File: src/rtl/fsk_buf_pkg.sv
package fsk_buf_pkg;
  typedef enum logic [1:0] {
    RX_IDLE,
    RX_START,
    RX_DATA,
    RX_STOP
  } rx_state_e;
endpackage

File: src/rtl/fsk_edge_sync.sv
module fsk_edge_sync #(
  parameter int STAGES = 2
) (
  input  logic clk_i,
  input  logic rst_ni,
  input  logic async_i,
  output logic rise_o
);
  // chain[STAGES-1] is the synchronised level, chain[STAGES] its previous value
  logic [STAGES:0] chain;

  always_ff @(posedge clk_i or negedge rst_ni) begin
    if (!rst_ni) chain <= '0;
    else         chain <= {chain[STAGES-1:0], async_i};
  end

  assign rise_o = chain[STAGES-1] & ~chain[STAGES];
endmodule

File: src/rtl/fsk_rx_framer.sv
module fsk_rx_framer
  import fsk_buf_pkg::*;
#(
  parameter int OS_RATE = 16,
  parameter int DATA_W  = 8
) (
  input  logic              clk_i,
  input  logic              rst_ni,
  input  logic              tick_i,
  input  logic              rx_i,
  input  logic              cd_ni,
  output logic [DATA_W:0]   word_o,
  output logic              word_vld_o
);
  localparam int CNT_W = $clog2(OS_RATE);
  localparam int BIT_W = $clog2(DATA_W + 1);
  localparam logic [CNT_W-1:0] HALF_M1  = CNT_W'(OS_RATE / 2 - 1);
  localparam logic [CNT_W-1:0] FULL_M1  = CNT_W'(OS_RATE - 1);
  localparam logic [BIT_W-1:0] LAST_BIT = BIT_W'(DATA_W - 1);

  rx_state_e        state;
  logic [CNT_W-1:0] os_cnt;
  logic [BIT_W-1:0] bit_cnt;
  logic [DATA_W:0]  shreg;
  logic             rx_q;

  always_ff @(posedge clk_i or negedge rst_ni) begin
    if (!rst_ni) begin
      state      <= RX_IDLE;
      os_cnt     <= '0;
      bit_cnt    <= '0;
      shreg      <= '0;
      rx_q       <= 1'b1;
      word_o     <= '0;
      word_vld_o <= 1'b0;
    end else begin
      word_vld_o <= 1'b0;
      if (tick_i) rx_q <= rx_i;
      if (cd_ni) begin
        state <= RX_IDLE;  // carrier lost: drop any partial character
      end else if (tick_i) begin
        unique case (state)
          RX_IDLE: if (rx_q && !rx_i) begin
            state  <= RX_START;
            os_cnt <= '0;
          end
          RX_START: begin
            if (os_cnt == HALF_M1) begin
              state   <= rx_i ? RX_IDLE : RX_DATA;
              os_cnt  <= '0;
              bit_cnt <= '0;
            end else os_cnt <= os_cnt + 1'b1;
          end
          RX_DATA: begin
            if (os_cnt == FULL_M1) begin
              os_cnt <= '0;
              shreg  <= {rx_i, shreg[DATA_W:1]};
              if (bit_cnt == LAST_BIT) state <= RX_STOP;
              else bit_cnt <= bit_cnt + 1'b1;
            end else os_cnt <= os_cnt + 1'b1;
          end
          RX_STOP: begin
            if (os_cnt == FULL_M1) begin
              os_cnt     <= '0;
              word_o     <= {rx_i, shreg[DATA_W:1]};
              word_vld_o <= 1'b1;
              state      <= RX_IDLE;
            end else os_cnt <= os_cnt + 1'b1;
          end
          default: state <= RX_IDLE;
        endcase
      end
    end
  end


  abort_idle_chk: assert property (@(posedge clk_i) disable iff (!rst_ni)
    cd_ni |=> (state == RX_IDLE && !word_vld_o));


  vld_after_stop_chk: assert property (@(posedge clk_i) disable iff (!rst_ni)
    word_vld_o |-> $past(state) == RX_STOP);
endmodule

File: src/rtl/fsk_word_out.sv
module fsk_word_out #(
  parameter int OS_RATE = 16,
  parameter int DATA_W  = 8
) (
  input  logic            clk_i,
  input  logic            rst_ni,
  input  logic            tick_i,
  input  logic            mode_i,
  input  logic            rd_rise_i,
  input  logic [DATA_W:0] word_i,
  input  logic            word_vld_i,
  output logic            bit_o,
  output logic            dr_no,
  output logic            overrun_o
);
  localparam int CNT_W = $clog2(OS_RATE);
  localparam int RD_W  = $clog2(DATA_W + 2);
  localparam logic [CNT_W-1:0] DR_LAST  = CNT_W'(OS_RATE / 2 - 1);
  localparam logic [RD_W-1:0]  RD_STOP  = RD_W'(DATA_W);
  localparam logic [RD_W-1:0]  RD_DONE  = RD_W'(DATA_W + 1);

  logic [DATA_W:0]  shbuf;
  logic [RD_W-1:0]  rd_cnt;
  logic             pending;
  logic [CNT_W-1:0] dr_cnt;

  always_ff @(posedge clk_i or negedge rst_ni) begin
    if (!rst_ni) begin
      shbuf     <= '1;
      bit_o     <= 1'b1;
      rd_cnt    <= RD_DONE;
      pending   <= 1'b0;
      overrun_o <= 1'b0;
    end else if (word_vld_i) begin
      shbuf   <= word_i;
      rd_cnt  <= '0;
      pending <= mode_i;
      if (mode_i && pending) overrun_o <= 1'b1;
    end else if (mode_i && rd_rise_i) begin
      bit_o <= shbuf[0];
      shbuf <= {1'b1, shbuf[DATA_W:1]};
      if (rd_cnt == RD_STOP) pending <= 1'b0;
      if (rd_cnt != RD_DONE) rd_cnt <= rd_cnt + 1'b1;
    end
  end

  always_ff @(posedge clk_i or negedge rst_ni) begin
    if (!rst_ni) begin
      dr_no  <= 1'b1;
      dr_cnt <= '0;
    end else if (word_vld_i) begin
      dr_no  <= 1'b0;
      dr_cnt <= '0;
    end else if (!dr_no) begin
      if (mode_i && rd_rise_i) dr_no <= 1'b1;  // host read clears the strobe
      else if (tick_i) begin
        if (dr_cnt == DR_LAST) dr_no <= 1'b1;
        else dr_cnt <= dr_cnt + 1'b1;
      end
    end
  end


  dr_on_word_chk: assert property (@(posedge clk_i) disable iff (!rst_ni)
    word_vld_i |=> !dr_no);


  dr_early_clr_chk: assert property (@(posedge clk_i) disable iff (!rst_ni)
    (mode_i && rd_rise_i && !dr_no && !word_vld_i) |=> dr_no);


  ovr_sticky_chk: assert property (@(posedge clk_i) disable iff (!rst_ni)
    overrun_o |=> overrun_o);
endmodule

File: src/rtl/fsk_word_buf.sv
module fsk_word_buf #(
  parameter int OS_RATE     = 16,
  parameter int DATA_W      = 8,
  parameter int SYNC_STAGES = 2
) (
  input  logic clk_i,
  input  logic rst_ni,
  input  logic os_tick_i,
  input  logic rx_bit_i,
  input  logic cd_ni,
  input  logic mode_i,
  input  logic rd_clk_i,
  output logic data_o,
  output logic dr_no,
  output logic overrun_o
);
  logic            rd_rise;
  logic [DATA_W:0] word;
  logic            word_vld;
  logic            buf_bit;

  fsk_edge_sync #(.STAGES(SYNC_STAGES)) u_rd_sync (
    .clk_i   (clk_i),
    .rst_ni  (rst_ni),
    .async_i (rd_clk_i),
    .rise_o  (rd_rise)
  );

  fsk_rx_framer #(.OS_RATE(OS_RATE), .DATA_W(DATA_W)) u_framer (
    .clk_i      (clk_i),
    .rst_ni     (rst_ni),
    .tick_i     (os_tick_i),
    .rx_i       (rx_bit_i),
    .cd_ni      (cd_ni),
    .word_o     (word),
    .word_vld_o (word_vld)
  );

  fsk_word_out #(.OS_RATE(OS_RATE), .DATA_W(DATA_W)) u_out (
    .clk_i      (clk_i),
    .rst_ni     (rst_ni),
    .tick_i     (os_tick_i),
    .mode_i     (mode_i),
    .rd_rise_i  (rd_rise),
    .word_i     (word),
    .word_vld_i (word_vld),
    .bit_o      (buf_bit),
    .dr_no      (dr_no),
    .overrun_o  (overrun_o)
  );

  // pass-through is held at mark until carrier is present
  assign data_o = mode_i ? buf_bit : (cd_ni ? 1'b1 : rx_bit_i);
endmodule

File: config.mk
export PLATFORM = sky130hd
export DESIGN_NAME = fsk_word_buf
export DESIGN_NICKNAME = d
export VERILOG_FILES = /design/src/rtl/fsk_buf_pkg.sv /design/src/rtl/fsk_edge_sync.sv /design/src/rtl/fsk_rx_framer.sv /design/src/rtl/fsk_word_out.sv /design/src/rtl/fsk_word_buf.sv
export SDC_FILE = /design/constraint.sdc
export NUM_CORES = 1
export LEC_CHECK = 0
export BUFFER_PORTS_ARGS = -buffer_cell sky130_fd_sc_hd__buf_2
export CAP_MARGIN = 15
export CELL_PAD_IN_SITES_DETAIL_PLACEMENT = 0
export CELL_PAD_IN_SITES_GLOBAL_PLACEMENT = 1
export CORE_MARGIN = 3
export CORE_UTILIZATION = 53
export DETAILED_ROUTE_END_ITERATION = 6
export PLACE_DENSITY = 0.93
export SKIP_LAST_GASP = 1
export SLEW_MARGIN = 30
export SYNTH_ARGS = -nofsm -noshare
export SYNTH_HDL_FRONTEND = slang
export SYNTH_SLANG_ARGS = --single-unit
File: constraint.sdc
create_clock -name clk_i -period 3.5 [get_ports clk_i]
set_input_delay 0.35 -clock clk_i [delete_from_list [all_inputs] [get_ports clk_i]]
set_output_delay 0.35 -clock clk_i [all_outputs]
set_load 0.005 [all_outputs]
# --- Yosys cells after proc, flatten, opt, wreduce, memory -nomap -nowiden ---
# Cells that the tools add are included.
totals:
  output_inout_bits: 3
  word_cells: 107
  regBits: 54
  inputBits: 7
classes:
  n_bitwise: 4
  reduce_logical: 22
  eq_ne: 21
  add_sub_neg: 4
  mux: 41
ops:
  columns: ["cell", "count"]
  rows:
  - ["$mux 4", 14]
  - ["$mux 9", 2]
  - ["$add 4x1->4 const B", 4]
  - ["$mux 2", 8]
  - ["$ne 3x2->1 const B", 5]
  - ["$mux 1", 14]
  - ["$eq 4x3->1 const B", 3]
  - ["$pmux 4 s3", 1]
  - ["$reduce_and 4->1", 3]
  - ["$reduce_and 6->1", 2]
  - ["$reduce_bool 2->1", 6]
  - ["$eq 4x4->1 const B", 2]
  - ["$ne 2x2->1 const B", 4]
  - ["$pmux 2 s4", 1]
  - ["$pmux 4 s2", 1]
  - ["$reduce_and 2->1", 4]
  - ["$ne 2x1->1 const B", 3]
  - ["$eq 2x2->1 const B", 2]
  - ["$ne 4x4->1 const B", 1]
  - ["$logic_and 1x1->1", 3]
  - ["$not 1->1", 3]
  - ["$reduce_and 3->1", 1]
  - ["$eq 2x1->1 const B", 1]
  - ["$logic_not 2->1", 1]
  - ["other kinds (3)", 3]

# --- Logic depth before layout (Yosys ltp) ---
# Gate-level depths: netlist (run 1).
logic_depth:
  ltp_word: 6
  depth_mapped: 6

# --- Cells and area by module ---
# From an unflattened synthesis (run 1), not the netlist that was laid out.
unflattened:
  hier_cells: 230
  hier_area_um2: 2532.4
by_module_without_submodules:
  columns: ["mod", "instances", "seq_area_each_um2", "area_per_inst_um2", "cells_each"]
  rows:
  - ["fsk_rx_framer", 1, 726.9, 1367.6, 117]
  - ["fsk_word_out", 1, 541.8, 1063.5, 106]
  - ["fsk_edge_sync", 1, 75.1, 88.8, 4]
  - ["fsk_word_buf", 1, 0.0, 12.5, 3]

# --- Worst setup path after synthesis (run 1) ---
# No wires, ideal clock.
synth_path:
  path_type: "reg2reg"
  startpoint: "register u_framer.os_cnt[0]"
  endpoint: "register u_framer.shreg[8]"
  stages_incl_launch_ff: 5
  n_path_buf: 0
  t_required_ns: 3.375
  slack_ns: 1.912
  period_less_slack_ns: 1.588
  t_arrival_ns: 1.463
  setup_ns: 0.125
  cell_sequence: "dfrtp_1 -> ha_1 -> nand4b_4 -> nor3_4 -> mux2_2"
synth_between:
  elab_chain_len: 2
synth_lines:
  columns: ["item", "line", "text"]
  rows:
  - ["start, declared", "fsk_rx_framer.sv:22", "logic [CNT_W-1:0] os_cnt;"]
  - ["start signal, assigned", "fsk_rx_framer.sv:52", "end else os_cnt <= os_cnt + 1'b1;"]
  - ["start signal, assigned", "fsk_rx_framer.sv:60", "end else os_cnt <= os_cnt + 1'b1;"]
  - ["start signal, assigned", "fsk_rx_framer.sv:68", "end else os_cnt <= os_cnt + 1'b1;"]
  - ["$eq 4x4->1", "fsk_rx_framer.sv:55", "if (os_cnt == FULL_M1) begin"]
  - ["$reduce_and 4->1 (no line)", null, null]
  - ["end signal, assigned", "fsk_rx_framer.sv:57", "shreg <= {rx_i, shreg[DATA_W:1]};"]
  - ["end, declared", "fsk_rx_framer.sv:24", "logic [DATA_W:0] shreg;"]
# No other way between the ends.
# A chain may end at the register's enable or synchronous reset.

# --- Worst setup path in the final report (run 1) ---
# Same ends and word-level chain as after synthesis.

==> metrics.md, run 1 <==
| Metric | Value |
|---|---|
| Status | finished, final reports clean |
| DR vias | around 1600 |
| Post-CTS setup buffers | 0 |
| Cells after Synth | 217 |
| Setup crit end kind | flip-flop |
| I/O pin count | 10 |
| Drc violations | 0 |
| Drt pass-1 iters | 4 |
| Tmin final | 1.76 ns |
| Finished Core Util | about 60% |
| Final max-slew violation count | 0 |
| Final Cycle Share | roughly 50% |
| WL per Instance | 13.6 um |
| Vias in the first global route | around 1500 |
| Clk_lat worst skew | a little over 0.3 ns |
| CTS Buf Count | 5 |
| Vias per cell | approximately 5.7 |
| Clk Tree Root Cell | clkbuf_8 |
| Worst path max stage delay | approximately 0.40 ns |
| Commonest non-fill, non-tap cells in the layout | dfrtp_1 (39), nand2_1 (23), mux2_2 (21) |
| CP Launch Type | flip-flop |
| Cell family with most CP delay | simple AND/OR/NAND/NOR gates |
| Max clock buf depth | 2 |
| Layout cells sized above 1 | between 20% and 30% |
| Ant. Diodes | 0 |
| Commonest non-fill, non-tap cell in the layout | dfrtp_1 |
| Critical path cell sequence | ha_1 -> nand4b_4 -> nor3_4 -> mux2_2 |
| Reg2Reg Launch Point | u_framer.os_cnt[0] |
| RSZ-0062 raised after global routing | false |
| Gpl congestion | between 0.7 and 0.8 |
| Largest net degree at the start of global routing | 32 |
| Core area | ~4400 um2 |
| Die ar. | about 5600 um2 |
| Port Buffer Count | 9 |
| CTS tree | yes |
| H-tree lvl count | 2 |
| Critical Path AT | just under 2 ns |
| CP Class | reg -> reg |
| Crit path required time | approximately 3.7 ns |
| GRT Overall Usage | between 10% and 20% |
| Slowest-stage cell, CP | nor3_4 |
| Post-synth EDFFs | 0 |
| Slew HR | between 40% and 50% |
| DP HPWL | 2720 um |
| Die width | between 70 and 80 um |
| Row count | 24 |
| First-pass GRT wire length | about 6500 um |
| Worst setup path startpoint | u_framer.os_cnt[0] |
| Main flop type after synthesis | dfrtp_1 |
| Cell area power density | slightly below 500 nW/um2 |
| Global route total overflow | 0 |
| Total wire length | around 3800 um |
| # setup viols final | 0 |
| Post-CTS Resized | 0 |
| Worst Skew | around 0.011 ns |
| Yosys Warn Count | 0 |
| Final ANT Viol Nets | 0 |
| Worst-path fanout max | 8 |
| IR drop worst, VDD | approximately 0.16 mV |
| WP buf/inv | 0 |
| Cell area after synthesis | about 2500 um2 |
| Setup tns final | 0 ns |
| Syn Area/Cell | approximately 12 um2 |
| Die Height | 74.6 um |
| Syn nets | 230 |
| Leakage | 1.26 nW |
| Worst min path class | in -> async |
| Initial antenna violation count | 0 |
| Initial core utilization | a little under three fifths |
| Async SR Flop Fraction | between 90% and 100% |
| Tightest Pin Transition | approximately 0.84 ns |
| Sequential area share after synthesis | between 50% and 60% |
| Fin. Hold Viols | 0 |
| CTS hold repair buffers | 0 |
| Fmax | between 500 and 600 MHz |
| Synthesis-stage register bit count | 53 |
| Area Overhead vs Synth | 6.87% |
| Synth cell types | 41 |
| Clock Pin Slew Worst Setup and Hold Paths | about 0.1 ns |
| Sink Count | 53 |
| Layout Nets | 238 |
| Max_cap viols | 0 |
| DR iter-0 viols | between 90 and 100 |
[cell type report]
cell class / count / area, um2
clock inverters: 3 / 26.3
well taps: 52 / 65.1
repair buffers: 10 / 52.6
fillers: 375 / 1780
flip-flops and latches: 53 / 1340
inverters: 9 / 33.8
multi-input cells: 146 / 1080
clock buffers: 5 / 68.8
[logic make-up (layout without fill, tap and decap cells)]
family / after synthesis / count (layout) / share of synthesized area [%]
and+or+nand+nor: 70 / 70 / 16.1
DFF: 53 / 53 / 53.8
AOI/OAI and AO/OA: 34 / 34 / 8.72
muxes: 33 / 33 / 14.3
buffers and inverters: 18 / 27 / 3.01
adders and majority gates: 6 / 6 / 3.01
xor gates and xnor gates: 3 / 3 / 1.05
[sequential cells by signal (all words and copies together) (netlist names)]
| register | cells |
|---|---|
| u_framer.word_vld_o | 1 |
| u_out.rd_cnt | 4 |
| u_out.shbuf | 9 |
| u_framer.os_cnt | 4 |
| u_framer.state | 2 |
| u_framer.word_o | 9 |
| u_out.overrun_o | 1 |
| u_out.dr_cnt | 4 |
| u_rd_sync.chain | 3 |
| u_framer.bit_cnt | 4 |
| u_out.pending | 1 |
| u_framer.rx_q | 1 |
| u_out.dr_no | 1 |
| u_out.bit_o | 1 |
| u_framer.shreg | 8 |
[where the power goes]
| group | leakage (nW) | total (mW) | switching (mW) | internal [mW] |
|---|---|---|---|---|
| Combinational | 0.550 | 0.181 | 0.0952 | 0.0861 |
| Clock | 0.0495 | 0.359 | 0.210 | 0.149 |
| Sequential | 0.656 | 0.770 | 0.0838 | 0.686 |
[stage by stage]
stage	power [mW]	setup slack [ns]	instance area, um2	hold WS (ns)	cells
2_1_floorplan	0.906	1.91	2500	0.0544	217
3_3_place_gp	0.957	1.75	2570	0.332	270
3_5_place_dp	0.967	1.72	2570	0.340	270
4_1_cts	1.33	1.72	2670	0.0317	278
5_1_grt	1.40	1.61	2670	0.0476	278
6_report	1.31	1.74	2670	0.0200	278
[worst register-to-register path, cell delays in order, from the launching register on]
cell and delay [ns]:
dfrtp_1 0.39, ha_1 0.27, nand4b_4 0.20, nor3_4 0.40, mux2_2 0.38
[synth_stat cells, types with 4 or more instances]
library cell / instances / share of area (%)
nor2b_1: 4 / 1.0
o21ai_0: 16 / 3.2
clkbuf_1: 5 / 0.75
dfstp_2: 14 / 15
nand3b_1: 4 / 1.2
nand3_1: 4 / 0.80
dfrtp_1: 39 / 39
ha_1: 6 / 3.0
nand2_1: 23 / 3.5
a21oi_1: 6 / 1.2
mux2_2: 21 / 9.5
nor2_1: 12 / 1.8
mux2i_1: 12 / 4.8
inv_1: 9 / 1.4
nor3_1: 4 / 0.80
[worst paths after layout]
kind | to | slack (ns) | depth (start not counted)
setup / recovery | u_framer.shreg[8] | 1.74 | 4
hold / removal | u_framer.os_cnt[2] | 0.02 | 1
setup reg to reg | u_framer.shreg[8] | 1.74 | 4
hold reg to reg | u_rd_sync.chain[1] | 0.36 | 0
max in group asynchronous | u_framer.rx_q | 2.67 | 2
min in group clk_i | u_rd_sync.chain[0] | 0.14 | 1
[metal layers]
metal	routed length, um	vias up	share of wire [%]	global-route usage [%]
li1	-	787	-	-
met1	1830	782	49	20.2
met2	1740	18	46	23.7
met3	136	8	3.6	4.81
met4	59	0	1.6	5.93
met5	0	-	0	0
No activity file was read; power rests on OpenSTA's default activity.
==> run 2, diff against run 1 <==
--- a/config.mk
+++ b/config.mk
@@ -10,9 +10,9 @@
 export CELL_PAD_IN_SITES_DETAIL_PLACEMENT = 0
 export CELL_PAD_IN_SITES_GLOBAL_PLACEMENT = 1
 export CORE_MARGIN = 3
-export CORE_UTILIZATION = 53
+export CORE_UTILIZATION = 44
 export DETAILED_ROUTE_END_ITERATION = 6
-export PLACE_DENSITY = 0.93
+export PLACE_DENSITY = 0.84
 export SKIP_LAST_GASP = 1
 export SLEW_MARGIN = 30
 export SYNTH_ARGS = -nofsm -noshare
==> constraint.sdc (replaced) <==
create_clock -name clk_i -period 1.5 [get_ports clk_i]
set_input_delay 0.15 -clock clk_i [delete_from_list [all_inputs] [get_ports clk_i]]
set_output_delay 0.15 -clock clk_i [all_outputs]
set_load 0.005 [all_outputs]
==> run 2 against run 1 <==
Effect of this change: the run now ends with setup timing left; first-iteration DRC count shrank 31%; sequential share of layout area shrank 5.9 points; worst setup slack worse by 1.8 ns; final area grew 13%; worst hold slack better by 0.10 ns; via count increased by 6.3%; combinational power grew to 3.7 times the previous value; clock skew is 0.0015 ns lower; critical path type unchanged; critical endpoint is now u_framer.shreg[2]; highest routed layer unchanged.
==> metrics.md, run 2 (synthesis results as in run 1) <==
| Metric | Value |
|---|---|
| Leakage | 1.42 nW (+13%) |
| IR drop worst, VDD | 0.540 mV (+230%) |
| Layout cells sized above 1 | 36.6% (+10 points) |
| Status | complete, but fails checks |
| Worst path max stage delay | 0.41 ns (about the same) |
| Fin. Hold Viols | 0 (unchanged) |
| Commonest non-fill, non-tap cell in the layout | dfrtp_1 |
| Slowest-stage cell, CP | dfrtp_1 |
| Die ar. | 6610 um2 (+19%) |
| Post-placement setup slack | -0.0412 ns (-1.76 ns) |
| First-pass GRT wire length | 8050 um (+24%) |
| Clock Pin Slew Worst Setup and Hold Paths | 0.09 ns (about the same) |
| Gpl congestion | 0.836 (+4.9%) |
| CTS Buf Count | 5 (unchanged) |
| Largest registers | u_framer.word_o: 9 flops, u_out.shbuf: 9 flops, u_framer.shreg: 8 flops |
| Critical path cell sequence | ha_4 -> nand4b_4 -> nor3_4 -> buf_12 -> mux2_2 |
| Cell family with most CP delay | flip-flops |
| Worst setup path endpoint | u_framer.shreg[2] |
| Fmax | 651 MHz (+14%) |
| Max clock buf depth | 2 (unchanged) |
| Vias per cell | 5.19 (-9.6%) |
| Area Overhead vs Synth | 21.1% |
| WL per Instance | 14.2 um (+5.0%) |
| Setup tns final | -0.278 ns (-0.278 ns) |
| Global route total overflow | 0 (unchanged) |
| Crit path required time | 1.69 ns (-2.01 ns) |
| Core area | 5300 um2 (+19%) |
| GRT Overall Usage | 16.0% (+0.69 points) |
| Vias in the first global route | 1698 (+16%) |
| DR vias | 1696 (+6.3%) |
| Final Cycle Share | 102% (+52 points) |
| Clk Tree Root Cell | clkbuf_8 |
| Slew HR | 79.1% (+35 points) |
| CP Class | reg -> reg |
| Failing checks | setup timing |
| Initial core utilization | 47.1% (-9.1 points) |
| Worst Skew | 0.00930 ns (-0.00155 ns) |
| Total wire length | 4660 um (+23%) |
| Hold Worst Slack | 0.120 ns (+0.100 ns) |
| Worst-path fanout max | 8 (unchanged) |
| Tmin final | 1.54 ns (-0.220 ns) |
| I/O pin count | 10 (unchanged) |
| DP HPWL | 3190 um (+17%) |
| H-tree lvl count | 2 (unchanged) |
| Reg2Reg Launch Point | u_framer.os_cnt[1] |
| Row count | 26 (+8.3%) |
| Cell area power density | 1050 nW/um2 (+110%) |
| Total power | 3.19 mW (+140%) |
| Drt pass-1 iters | 4 (unchanged) |
| Tightest Pin Transition | 0.310 ns (-0.534 ns) |
| CTS tree | yes |
| Initial antenna violation count | 0 (unchanged) |
| Die width | 81.3 um (+9.0%) |
| Layout Nets | 269 (+13%) |
| CP Launch Type | flip-flop |
| RSZ-0062 raised after global routing | true |
| Finished Core Util | 57.0% (-3.0 points) |
| Worst R2R Path Depth | 5 (+1) |
| Largest net degree at the start of global routing | 54 (+69%) |
| Port Buffer Count | 9 (unchanged) |
| Worst min path class | in -> reg |
| Hold Path Origin | mode_i |
| Sink Count | 53 (unchanged) |
| Critical Path AT | 1.73 ns (-0.22 ns) |
| Worst reg2reg setup slack | -0.04 ns (-1.78 ns) |
| Ant. Diodes | 0 (unchanged) |
| Final max-slew violation count | 0 (unchanged) |
| Final ANT Viol Nets | 0 (unchanged) |
| Critical R2R Capture | u_framer.shreg[2] |
| Drc violations | 0 (unchanged) |
| Commonest non-fill, non-tap cells in the layout | dfrtp_1 (39), buf_4 (26), nand2_1 (23) |
| Critical path depth | 5 (+1) |
| Setup crit end kind | flip-flop |
| Final worst slack | -0.0364 ns (-1.78 ns) |
| Worst setup path startpoint | u_framer.os_cnt[1] |
| Max_cap viols | 0 (unchanged) |
| # setup viols final | 16 (+16) |
| WP buf/inv | 1 (+1) |
| DR iter-0 viols | 68 (-31%) |
| Clk_lat worst skew | 0.30 ns (about the same) |
| Die Height | 81.3 um (+9.0%) |
[run 2: power by group]
part	total (mW)	internal [mW]	switching, mW
Clock	0.772	0.333	0.439
Combinational	0.664	0.330	0.334
Sequential	1.75	1.60	0.149
Total	3.19	2.26	0.922
[run 2: metal layers]
metal	wire length [um]	vias to the layer above	share of wire [%]	track usage [%]
li1	-	840	-	-
met1	2300	835	49	22.1
met2	2160	14	46	24.4
met3	114	7	2.4	3.33
met4	82	0	1.8	6.59
met5	0	-	0	0
[run 2: stage by stage]
step / cells / cell area [um2]
floorplan: 217 / 2510
global placement: 313 / 2840
detailed placement: 313 / 2840
CTS: 326 / 2970
global route: 327 / 3020
finish: 327 / 3020
[run 2: worst reg2reg max path: stages (launching register included)]
cell      delay [ns]
dfrtp_1         0.41
ha_4            0.17
nand4b_4        0.17
nor3_4          0.19
buf_12          0.15
mux2_2          0.33
[run 2: worst min path at each step]
| stage | end | depth (start not counted) |
|---|---|---|
| 6_report | u_out.pending | 3 |
| 3_5_place_dp | u_framer.word_o[1] | 2 |
| 5_1_grt | u_out.pending | 3 |
| 3_3_place_gp | u_rd_sync.chain[0] | 2 |
| 2_1_floorplan | u_framer.bit_cnt[0] | 0 |
| 4_1_cts | u_out.pending | 3 |
[run 2: layout make-up]
class | instances | area (um2)
Fill cell | 442 | 2280
Timing Repair Buffer | 41 | 332
Sequential cell | 53 | 1340
Tap cell | 70 | 87.6
Clock buffer | 8 | 80.1
Inverter | 9 | 33.8
Multi-Input combinational cell | 146 | 1140
[run 2: timing repair]
action	CTS	global route
resized for setup	3	10
hold buffers	2	0
pin swaps	1	4
hold endpoints to repair	40	0
endpoints found under the setup margin	19	23
buffers inserted	3	1
